<file path="src/rtl/fcc_pkg.sv">
package fcc_pkg;

    localparam int ADDR_W = 32;
    localparam int DATA_W = 32;
    localparam int TAG_W  = 8;
    localparam int MSG_W  = TAG_W + DATA_W;
    localparam int MDO_W  = 8;

    typedef enum logic [3:0] {
        OP_END   = 4'd0,
        OP_SETWP = 4'd1,
        OP_WEXT  = 4'd2,
        OP_WWP   = 4'd3,
        OP_WTAG  = 4'd4,
        OP_DELAY = 4'd5,
        OP_WRITE = 4'd6,
        OP_READ  = 4'd7,
        OP_RFW   = 4'd8
    } op_e;

    typedef struct packed {
        op_e               op;
        logic [ADDR_W-1:0] addr;
        logic [DATA_W-1:0] arg;
    } cmd_t;

    localparam int CMD_W = $bits(cmd_t);

    typedef struct packed {
        logic [DATA_W-1:0] payload;
        logic [TAG_W-1:0]  tag;
    } msg_t;

    typedef enum logic [3:0] {
        SQ_IDLE, SQ_FETCH, SQ_TX, SQ_WEXT, SQ_WWP,
        SQ_WTAG, SQ_DELAY, SQ_WRD, SQ_DONE
    } seq_e;

    // outgoing tags
    localparam logic [TAG_W-1:0] TAG_WP_CFG  = 8'h11;
    localparam logic [TAG_W-1:0] TAG_RD_REQ  = 8'h12;
    localparam logic [TAG_W-1:0] TAG_WR_ADDR = 8'h13;
    localparam logic [TAG_W-1:0] TAG_WR_DATA = 8'h14;
    // incoming tags
    localparam logic [TAG_W-1:0] TAG_WP_HIT  = 8'h21;
    localparam logic [TAG_W-1:0] TAG_RD_RESP = 8'h22;

    function automatic msg_t mk_msg(logic [TAG_W-1:0] t, logic [DATA_W-1:0] p);
        msg_t m;
        m.tag     = t;
        m.payload = p;
        return m;
    endfunction

    function automatic logic [DATA_W-1:0] flip_bits(logic [DATA_W-1:0] v,
                                                    logic [DATA_W-1:0] mask);
        return v ^ mask;
    endfunction

endpackage

</file>
<file path="src/rtl/fcc_msg_tx.sv">
module fcc_msg_tx
    import fcc_pkg::*;
#(
    parameter int MDI_W = 2
) (
    input  logic             clk,
    input  logic             rst,
    input  logic             go,
    input  msg_t             msg,
    output logic             busy,
    output logic [MDI_W-1:0] mdi_data,
    output logic             mdi_frame
);
    localparam int NBEATS = MSG_W / MDI_W;
    localparam int BW     = (NBEATS > 1) ? $clog2(NBEATS) : 1;
    localparam logic [BW-1:0] LAST = BW'(NBEATS - 1);

    logic [MSG_W-1:0] shreg;
    logic [BW-1:0]    beat;
    logic             active;

    always_ff @(posedge clk) begin
        if (rst) begin
            shreg  <= '0;
            beat   <= '0;
            active <= 1'b0;
        end else if (go && !active) begin
            shreg  <= msg;
            beat   <= '0;
            active <= 1'b1;
        end else if (active) begin
            shreg <= shreg >> MDI_W;
            if (beat == LAST) begin
                beat   <= '0;
                active <= 1'b0;
            end else begin
                beat <= beat + 1'b1;
            end
        end
    end

    assign busy      = active;
    assign mdi_data  = active ? shreg[MDI_W-1:0] : '0;
    assign mdi_frame = active && ((beat == '0) || (beat == LAST));

endmodule

</file>
<file path="src/rtl/fcc_msg_rx.sv">
module fcc_msg_rx
    import fcc_pkg::*;
(
    input  logic             clk,
    input  logic             rst,
    input  logic [MDO_W-1:0] mdo_data,
    input  logic             mdo_valid,
    input  logic             mdo_frame,
    output logic             msg_valid,
    output msg_t             msg
);
    localparam int NB = MSG_W / MDO_W;
    localparam int IW = $clog2(NB);
    localparam logic [IW-1:0] LAST = IW'(NB - 1);

    logic [MSG_W-1:0] sh;
    logic [MSG_W-1:0] nxt;
    logic [IW-1:0]    idx;

    assign nxt = {mdo_data, sh[MSG_W-1:MDO_W]};

    always_ff @(posedge clk) begin
        if (rst) begin
            sh        <= '0;
            idx       <= '0;
            msg_valid <= 1'b0;
            msg       <= '0;
        end else begin
            msg_valid <= 1'b0;
            if (mdo_valid) begin
                sh <= nxt;
                if (idx == LAST) begin
                    msg_valid <= 1'b1;
                    msg       <= msg_t'(nxt);
                    idx       <= '0;
                end else if (mdo_frame) begin
                    idx <= IW'(1);
                end else if (idx != '0) begin
                    idx <= idx + 1'b1;
                end
            end
        end
    end

endmodule

</file>
<file path="src/rtl/fcc_trace_buf.sv">
module fcc_trace_buf
    import fcc_pkg::*;
#(
    parameter int DEPTH = 8
) (
    input  logic                       clk,
    input  logic                       rst,
    input  logic                       clr,
    input  logic                       wr,
    input  msg_t                       wdata,
    input  logic [$clog2(DEPTH)-1:0]   raddr,
    output msg_t                       rdata,
    output logic [$clog2(DEPTH+1)-1:0] count,
    output logic                       ovf
);
    localparam int AW = $clog2(DEPTH);
    localparam int CW = $clog2(DEPTH + 1);
    localparam logic [CW-1:0] FULL = CW'(DEPTH);

    msg_t mem [DEPTH];
    logic full;

    assign full = (count == FULL);

    always_ff @(posedge clk) begin
        if (rst || clr) begin
            count <= '0;
            ovf   <= 1'b0;
        end else if (wr) begin
            if (full) ovf <= 1'b1;
            else      count <= count + 1'b1;
        end
    end

    always_ff @(posedge clk) begin
        if (wr && !clr && !full) mem[count[AW-1:0]] <= wdata;
    end

    assign rdata = mem[raddr];

endmodule

</file>
<file path="src/rtl/fault_campaign_ctrl.sv">
module fault_campaign_ctrl
    import fcc_pkg::*;
#(
    parameter int MDI_W        = 2,
    parameter int SCRIPT_DEPTH = 16,
    parameter int TRACE_DEPTH  = 8
) (
    input  logic                             clk,
    input  logic                             rst,
    input  logic                             scr_we,
    input  logic [$clog2(SCRIPT_DEPTH)-1:0]  scr_waddr,
    input  logic [67:0]                      scr_wdata,
    input  logic                             run,
    input  logic                             ext_trig,
    output logic [MDI_W-1:0]                 mdi_data,
    output logic                             mdi_frame,
    input  logic [7:0]                       mdo_data,
    input  logic                             mdo_valid,
    input  logic                             mdo_frame,
    input  logic [$clog2(TRACE_DEPTH)-1:0]   trace_raddr,
    output logic [39:0]                      trace_rdata,
    output logic [$clog2(TRACE_DEPTH+1)-1:0] trace_count,
    output logic                             trace_ovf,
    output logic                             busy,
    output logic                             done
);
    localparam int SAW = $clog2(SCRIPT_DEPTH);
    localparam int PCW = SAW + 1;
    localparam int TCW = $clog2(TRACE_DEPTH + 1);
    localparam logic [PCW-1:0] PC_END = PCW'(SCRIPT_DEPTH);

    // script store
    logic [CMD_W-1:0] script_mem [SCRIPT_DEPTH];
    always_ff @(posedge clk) begin
        if (scr_we) script_mem[scr_waddr] <= scr_wdata;
    end

    // sequencer state
    seq_e              state, tx_next;
    logic [PCW-1:0]    pc;
    op_e               cur_op;
    logic [ADDR_W-1:0] cur_addr;
    logic [DATA_W-1:0] cur_arg;
    logic [DATA_W-1:0] dly;
    logic [DATA_W-1:0] wr_val;
    logic              pend_wr;
    logic              wp_pend;

    cmd_t  fcmd;
    logic  at_end;
    logic  can_start;
    logic  tx_go, tx_busy;
    msg_t  tx_msg;
    logic  rx_valid;
    msg_t  rx_msg;
    logic  rx_rdresp, rx_wphit;
    msg_t  tr_rdata;

    assign fcmd      = cmd_t'(script_mem[pc[SAW-1:0]]);
    assign at_end    = (pc == PC_END);
    assign can_start = run && (state == SQ_IDLE || state == SQ_DONE);
    assign rx_rdresp = rx_valid && (rx_msg.tag == TAG_RD_RESP);
    assign rx_wphit  = rx_valid && (rx_msg.tag == TAG_WP_HIT);

    // message launch decisions
    always_comb begin
        tx_go  = 1'b0;
        tx_msg = mk_msg('0, '0);
        case (state)
            SQ_FETCH: if (!at_end) begin
                case (fcmd.op)
                    OP_SETWP: begin tx_go = 1'b1; tx_msg = mk_msg(TAG_WP_CFG,  fcmd.addr); end
                    OP_WRITE: begin tx_go = 1'b1; tx_msg = mk_msg(TAG_WR_ADDR, fcmd.addr); end
                    OP_READ,
                    OP_RFW:   begin tx_go = 1'b1; tx_msg = mk_msg(TAG_RD_REQ,  fcmd.addr); end
                    default: ;
                endcase
            end
            SQ_TX: if (!tx_busy && pend_wr) begin
                tx_go  = 1'b1;
                tx_msg = mk_msg(TAG_WR_DATA, wr_val);
            end
            SQ_WRD: if (rx_rdresp && cur_op == OP_RFW) begin
                tx_go  = 1'b1;
                tx_msg = mk_msg(TAG_WR_ADDR, cur_addr);
            end
            default: ;
        endcase
    end

    // sequencer
    always_ff @(posedge clk) begin
        if (rst) begin
            state    <= SQ_IDLE;
            tx_next  <= SQ_FETCH;
            pc       <= '0;
            cur_op   <= OP_END;
            cur_addr <= '0;
            cur_arg  <= '0;
            dly      <= '0;
            wr_val   <= '0;
            pend_wr  <= 1'b0;
        end else begin
            case (state)
                SQ_IDLE, SQ_DONE: if (run) begin
                    state   <= SQ_FETCH;
                    pc      <= '0;
                    pend_wr <= 1'b0;
                end
                SQ_FETCH: begin
                    if (at_end) begin
                        state <= SQ_DONE;
                    end else begin
                        pc       <= pc + 1'b1;
                        cur_op   <= fcmd.op;
                        cur_addr <= fcmd.addr;
                        cur_arg  <= fcmd.arg;
                        case (fcmd.op)
                            OP_END:   state <= SQ_DONE;
                            OP_SETWP: begin state <= SQ_TX; tx_next <= SQ_FETCH; end
                            OP_WEXT:  state <= SQ_WEXT;
                            OP_WWP:   state <= SQ_WWP;
                            OP_WTAG:  state <= SQ_WTAG;
                            OP_DELAY: begin state <= SQ_DELAY; dly <= fcmd.arg; end
                            OP_WRITE: begin
                                state   <= SQ_TX;
                                tx_next <= SQ_FETCH;
                                pend_wr <= 1'b1;
                                wr_val  <= fcmd.arg;
                            end
                            OP_READ, OP_RFW: begin state <= SQ_TX; tx_next <= SQ_WRD; end
                            default:  state <= SQ_FETCH;
                        endcase
                    end
                end
                SQ_TX: if (!tx_busy) begin
                    if (pend_wr) pend_wr <= 1'b0;
                    else         state   <= tx_next;
                end
                SQ_WEXT:  if (ext_trig) state <= SQ_FETCH;
                SQ_WWP:   if (wp_pend)  state <= SQ_FETCH;
                SQ_WTAG:  if (rx_valid && rx_msg.tag == cur_arg[TAG_W-1:0]) state <= SQ_FETCH;
                SQ_DELAY: begin
                    if (dly == '0) state <= SQ_FETCH;
                    else           dly   <= dly - 1'b1;
                end
                SQ_WRD: if (rx_rdresp) begin
                    if (cur_op == OP_RFW) begin
                        wr_val  <= flip_bits(rx_msg.payload, cur_arg);
                        pend_wr <= 1'b1;
                        state   <= SQ_TX;
                        tx_next <= SQ_FETCH;
                    end else begin
                        state <= SQ_FETCH;
                    end
                end
                default: state <= SQ_IDLE;
            endcase
        end
    end

    // watchpoint hit memory: set on a hit, consumed by the wait command
    always_ff @(posedge clk) begin
        if (rst || can_start)       wp_pend <= 1'b0;
        else if (rx_wphit)          wp_pend <= 1'b1;
        else if (state == SQ_WWP)   wp_pend <= 1'b0;
    end

    assign busy = (state != SQ_IDLE) && (state != SQ_DONE);
    assign done = (state == SQ_DONE);

    fcc_msg_tx #(.MDI_W(MDI_W)) u_tx (
        .clk       (clk),
        .rst       (rst),
        .go        (tx_go),
        .msg       (tx_msg),
        .busy      (tx_busy),
        .mdi_data  (mdi_data),
        .mdi_frame (mdi_frame)
    );

    fcc_msg_rx u_rx (
        .clk       (clk),
        .rst       (rst),
        .mdo_data  (mdo_data),
        .mdo_valid (mdo_valid),
        .mdo_frame (mdo_frame),
        .msg_valid (rx_valid),
        .msg       (rx_msg)
    );

    fcc_trace_buf #(.DEPTH(TRACE_DEPTH)) u_trace (
        .clk   (clk),
        .rst   (rst),
        .clr   (can_start),
        .wr    (rx_valid),
        .wdata (rx_msg),
        .raddr (trace_raddr),
        .rdata (tr_rdata),
        .count (trace_count),
        .ovf   (trace_ovf)
    );

    assign trace_rdata = tr_rdata;

endmodule

</file>
<file path="config.mk">
export PLATFORM = sky130hd
export DESIGN_NAME = fault_campaign_ctrl
export DESIGN_NICKNAME = d
export VERILOG_FILES = /design/src/rtl/fcc_pkg.sv /design/src/rtl/fcc_msg_tx.sv /design/src/rtl/fcc_msg_rx.sv /design/src/rtl/fcc_trace_buf.sv /design/src/rtl/fault_campaign_ctrl.sv
export SDC_FILE = /design/constraint.sdc
export NUM_CORES = 2
export LEC_CHECK = 0
export ABC_AREA = 1
export BUFFER_PORTS_ARGS = -buffer_cell sky130_fd_sc_hd__buf_4
export CELL_PAD_IN_SITES_DETAIL_PLACEMENT = 1
export CELL_PAD_IN_SITES_GLOBAL_PLACEMENT = 2
export CORE_AREA = 4 4 394 396
export DETAILED_ROUTE_END_ITERATION = 16
export DIE_AREA = 0 0 398 400
export MAX_ROUTING_LAYER = met4
export PLACE_DENSITY_LB_ADDON = 0.1
export SLEW_MARGIN = 20
export SYNTH_ARGS = -nofsm -noshare
export SYNTH_HDL_FRONTEND = slang
export SYNTH_HIERARCHICAL = 1
export SYNTH_SLANG_ARGS = --single-unit
</file>
<file path="constraint.sdc">
create_clock -name clk -period 9.5 [get_ports clk]
set_input_delay 1.9 -clock clk [delete_from_list [all_inputs] [get_ports clk]]
set_output_delay 1.9 -clock clk [all_outputs]
set_load 0.02 [all_outputs]
</file>
==> qor.json <==
{
  "timing": {
    "hold-worst-slack_ns": 0.452,
    "headroom_to_the_max_slew_limit": 0.254,
    "final_hold_viol_count": 0,
    "finalCritPeriodShare": 0.648,
    "setup_repair_after_global_routing_missed_its_margin": "false",
    "finalWorstPathRequiredPeriod_ns": 6.16,
    "fin_worst_skew_ns": 0.0325,
    "finalSetupTns_ns": 0,
    "fmax_mhz": 162,
    "worst_pin_slew_ns": 1.11,
    "report.final.setup_viol": 0,
    "slew_violations": 0
  },
  "cts": {
    "postCtsSetupRepairBufs": 0,
    "cts_root_buffer": "clkbuf_16",
    "cts-resized-gates": 0,
    "clk_transition_reported_paths_ns": 0.06,
    "clkSinkCount": 1683,
    "cts-buffers-inserted": 178,
    "clock_insertion_delay_worst_skew_ns": 0.81,
    "cts_buffer_depth": 3,
    "htreeDepth": 4,
    "hold_buffers": 0,
    "tritoncts_clock_tree": "yes"
  },
  "power": {
    "power_report.internal_total_mw": 13.1,
    "seq_power_share": 0.438,
    "p_per_area_mw_per_mm2": 249,
    "leakage_nw": 28.2,
    "switching_power_as_a_share_of_total_power": 0.323,
    "clock_power_share": 0.341,
    "max-vdd-ir-drop_v": 0.000205,
    "combinationalPowerShare": 0.220,
    "net-switching-power_mw": 6.24
  },
  "floorplanning": {
    "floorplan.rows": 143,
    "coreArea_mm2": 0.152,
    "num_io_pins": 140,
    "initial_core_util": 0.458,
    "die-height_um": 400,
    "chipWidth_um": 398,
    "die-area_mm2": 0.159
  },
  "synth": {
    "synth-seq-area-share": 0.689,
    "synthCells": 6254,
    "synth_xor_xnor_area_share": 0.00593,
    "synth-edff-count": 1408,
    "synth_compound_area_frac": 0.115,
    "synthMuxAreaShare": 0,
    "syn-mean-instance-area_um2": 11.1,
    "synth_cell_area_mm2": 0.0694,
    "ys.flop_type": "edfxtp_1",
    "synth_fa_ha_area_frac": 0.00162,
    "postSynthRegisterBits": 1683,
    "main_combinational_cell_family_by_area_after_synthesis": "simple AND/OR/NAND/NOR gates",
    "synthSimpleGateAreaFrac": 0.128,
    "post_synth_num_cell_types": 52,
    "synth.yosys.warnings": 6,
    "ys_async_sr_fraction": 0
  },
  "place": {
    "io_buffers": 139,
    "globalplace.congestion": 0.788,
    "hpwl_um": 116000,
    "placed_cells_incl_taps": 8122
  },
  "final_layout": {
    "design.final.nets": 6371,
    "layout.filler_cells": 15962,
    "finalNonFillerCells": 8464,
    "multi_input_area_mm2": 0.0176,
    "area_growth_pct": 11.7,
    "drive_gt1_frac": 0.104,
    "seqCellArea_mm2": 0.0478,
    "fin_util": 0.512
  },
  "setup_path": {
    "setup.worst_path.class": "primary input to output port",
    "crit_chain": "buf_4 > inv_4 > buf_4 > nand2_1 > nand3_1 > nand2_1 > nand2_1 > nand2_1 > buf_4",
    "delay_of_the_slowest_cell_on_the_worst_path_ns": 0.74,
    "critical_path_buf_inv_count": 4,
    "crit_arrival_ns": 4.26,
    "worstPathMaxFanout": 85,
    "required_ns": 7.60,
    "timing.critical_path.slowest_stage_cell": "inv_4",
    "cp-end-kind": "output port",
    "path_delay_family": "buffers and inverters",
    "worstSetupStartpointType": "primary input",
    "path_common_cell": "nand2_1"
  },
  "min_path": {
    "min-delay-path-class": "flop to flop"
  },
  "drt": {
    "dr.first_iter.drc_count": 3601,
    "detailroute.via_count": 47190,
    "drt_drc_violations_left": 0,
    "postRouteAntennaNets": 0,
    "wl_um": 205000,
    "drt-vias-per-instance": 5.58,
    "first_pass_iters": 5,
    "avgRoutedWirePerCell_um": 24.2
  },
  "job": {
    "timing.max_cap.violations": 0
  },
  "global_routing": {
    "grt_first_pass_wirelength_um": 307000,
    "antenna_found_initial": 19,
    "grt.overflow.total": 0,
    "grt_max_degree": 201,
    "grt_pass1_vias": 48338,
    "groute.usage.overall": 0.263
  },
  "run_status": {
    "result_of_the_run": "finished clean"
  }
}
## cell usage after synthesis, types with 2 or more instances
master       n  area share
edfxtp_1  1408        0.61
nand2_1   1076       0.058
nor2_1     678       0.037
o21ai_0    644       0.046
inv_1      486       0.026
nand3_1    366       0.026
dfxtp_1    275       0.079
clkbuf_1   221       0.012
o221ai_1   179       0.023
a21oi_1    173       0.012
o211ai_1   134       0.014
inv_2      114      0.0062
buf_2      105      0.0076
o22ai_1     83      0.0075
o21ai_1     73      0.0053
xnor2_1     38      0.0048
buf_4       28      0.0030
buf_6       25      0.0041
nor3_1      22      0.0016
a211oi_2    12      0.0022
buf_1       12     0.00065
o211ai_2    12      0.0022
nand4_1     11     0.00099
ha_1         9      0.0016
xor2_1       9      0.0011
nor2_2       7     0.00063
nand2_2      6     0.00054
a211oi_1     5     0.00054
nand3b_1     4     0.00043
nor2_4       4     0.00065
nor4_1       4     0.00036
a22oi_1      3     0.00032
clkinv_1     3     0.00016
o21bai_1     3     0.00032
buf_8        2     0.00043
inv_4        2     0.00018
nand3_2      2     0.00029
nor3b_1      2     0.00022
## cells in the final DEF (no fill, tap or decap), drive strengths merged, types with 146 or more instances in the layout
master,instances
a21oi,173
buf,228
clkbuf,230
dfxtp,275
edfxtp,1408
inv,609
nand2,1083
nand3,368
nor2,689
o211ai,146
o21ai,718
o221ai,179
## registers in the layout, summed over array words and instances (netlist names), 32 cells and up, named ones only
signal	cells
u_rx/sh	32
script_mem	1088
u_rx/msg	40
cur_addr	32
wr_val	32
u_trace/mem	320
u_tx/shreg	40
cur_arg	32
dly	32
## path summary, 6_finish.rpt
| path | startpoint | endpoint | slack [ns] | depth (start not counted) |
|---|---|---|---|---|
| setup reg to reg | flop | u_tx/shreg[8]$_SDFFE_PP0P_ | 4.79 | 13 |
| hold reg to reg | u_trace/ovf$_SDFFE_PP0P_ | u_trace/ovf$_SDFFE_PP0P_ | 0.45 | 2 |
| hold / removal | u_trace/ovf$_SDFFE_PP0P_ | u_trace/ovf$_SDFFE_PP0P_ | 0.45 | 2 |
| setup / recovery | trace_raddr[0] | trace_rdata[19] | 3.34 | 9 |
## layout make-up
class	instances	share of cell area
tap	2030	0.0328
inverter	605	0.0297
clock buffer	230	0.0609
multi-input combinational	3576	0.227
antenna	16	0.000516
timing repair buffer	228	0.0227
sequential	1683	0.617
clock inverter	96	0.00988
## cell families after synthesis
| logic type | count (synthesis) |
|---|---|
| compound gates | 1328 |
| xor+xnor | 47 |
| fa+ha+maj | 9 |
| buf+inv | 998 |
| flops | 1683 |
| other cells | 1 |
| simple gates | 2188 |
## tightest hold or removal path, cell delays in order (launching register included)
cell and delay (ns):
dfxtp_1 0.31, inv_1 0.05, a21oi_1 0.05
## layer usage
layer / vias up / track usage / part of all wire
met5: - / - / 0
met4: 0 / 0.0622 / 0.021
met3: 280 / 0.0402 / 0.049
met2: 1036 / 0.440 / 0.49
met1: 23999 / 0.341 / 0.44
li1: 21875 / - / -
## metrics by stage
step	setup slack [ns]	power, mW	area, um2
5_1_grt	3.11	20.3	77500
3_5_place_dp	3.34	12.9	72000
2_1_floorplan	4.00	11.4	69400
3_3_place_gp	3.37	12.8	72000
6_report	3.34	19.3	77500
4_1_cts	3.33	19.5	77500
## power by group through the flow
| stage | Sequential, mW | Combinational [mW] | Clock [mW] |
|---|---|---|---|
| finish | 8.47 | 4.25 | 6.59 |
| global route | 8.50 | 4.73 | 7.06 |
| global placement | 8.61 | 4.18 | 0 |
| floorplan | 8.53 | 2.86 | 0 |
| detailed placement | 8.62 | 4.27 | 0 |
| CTS | 8.47 | 4.30 | 6.72 |
(Power assumes the default switching activity.)
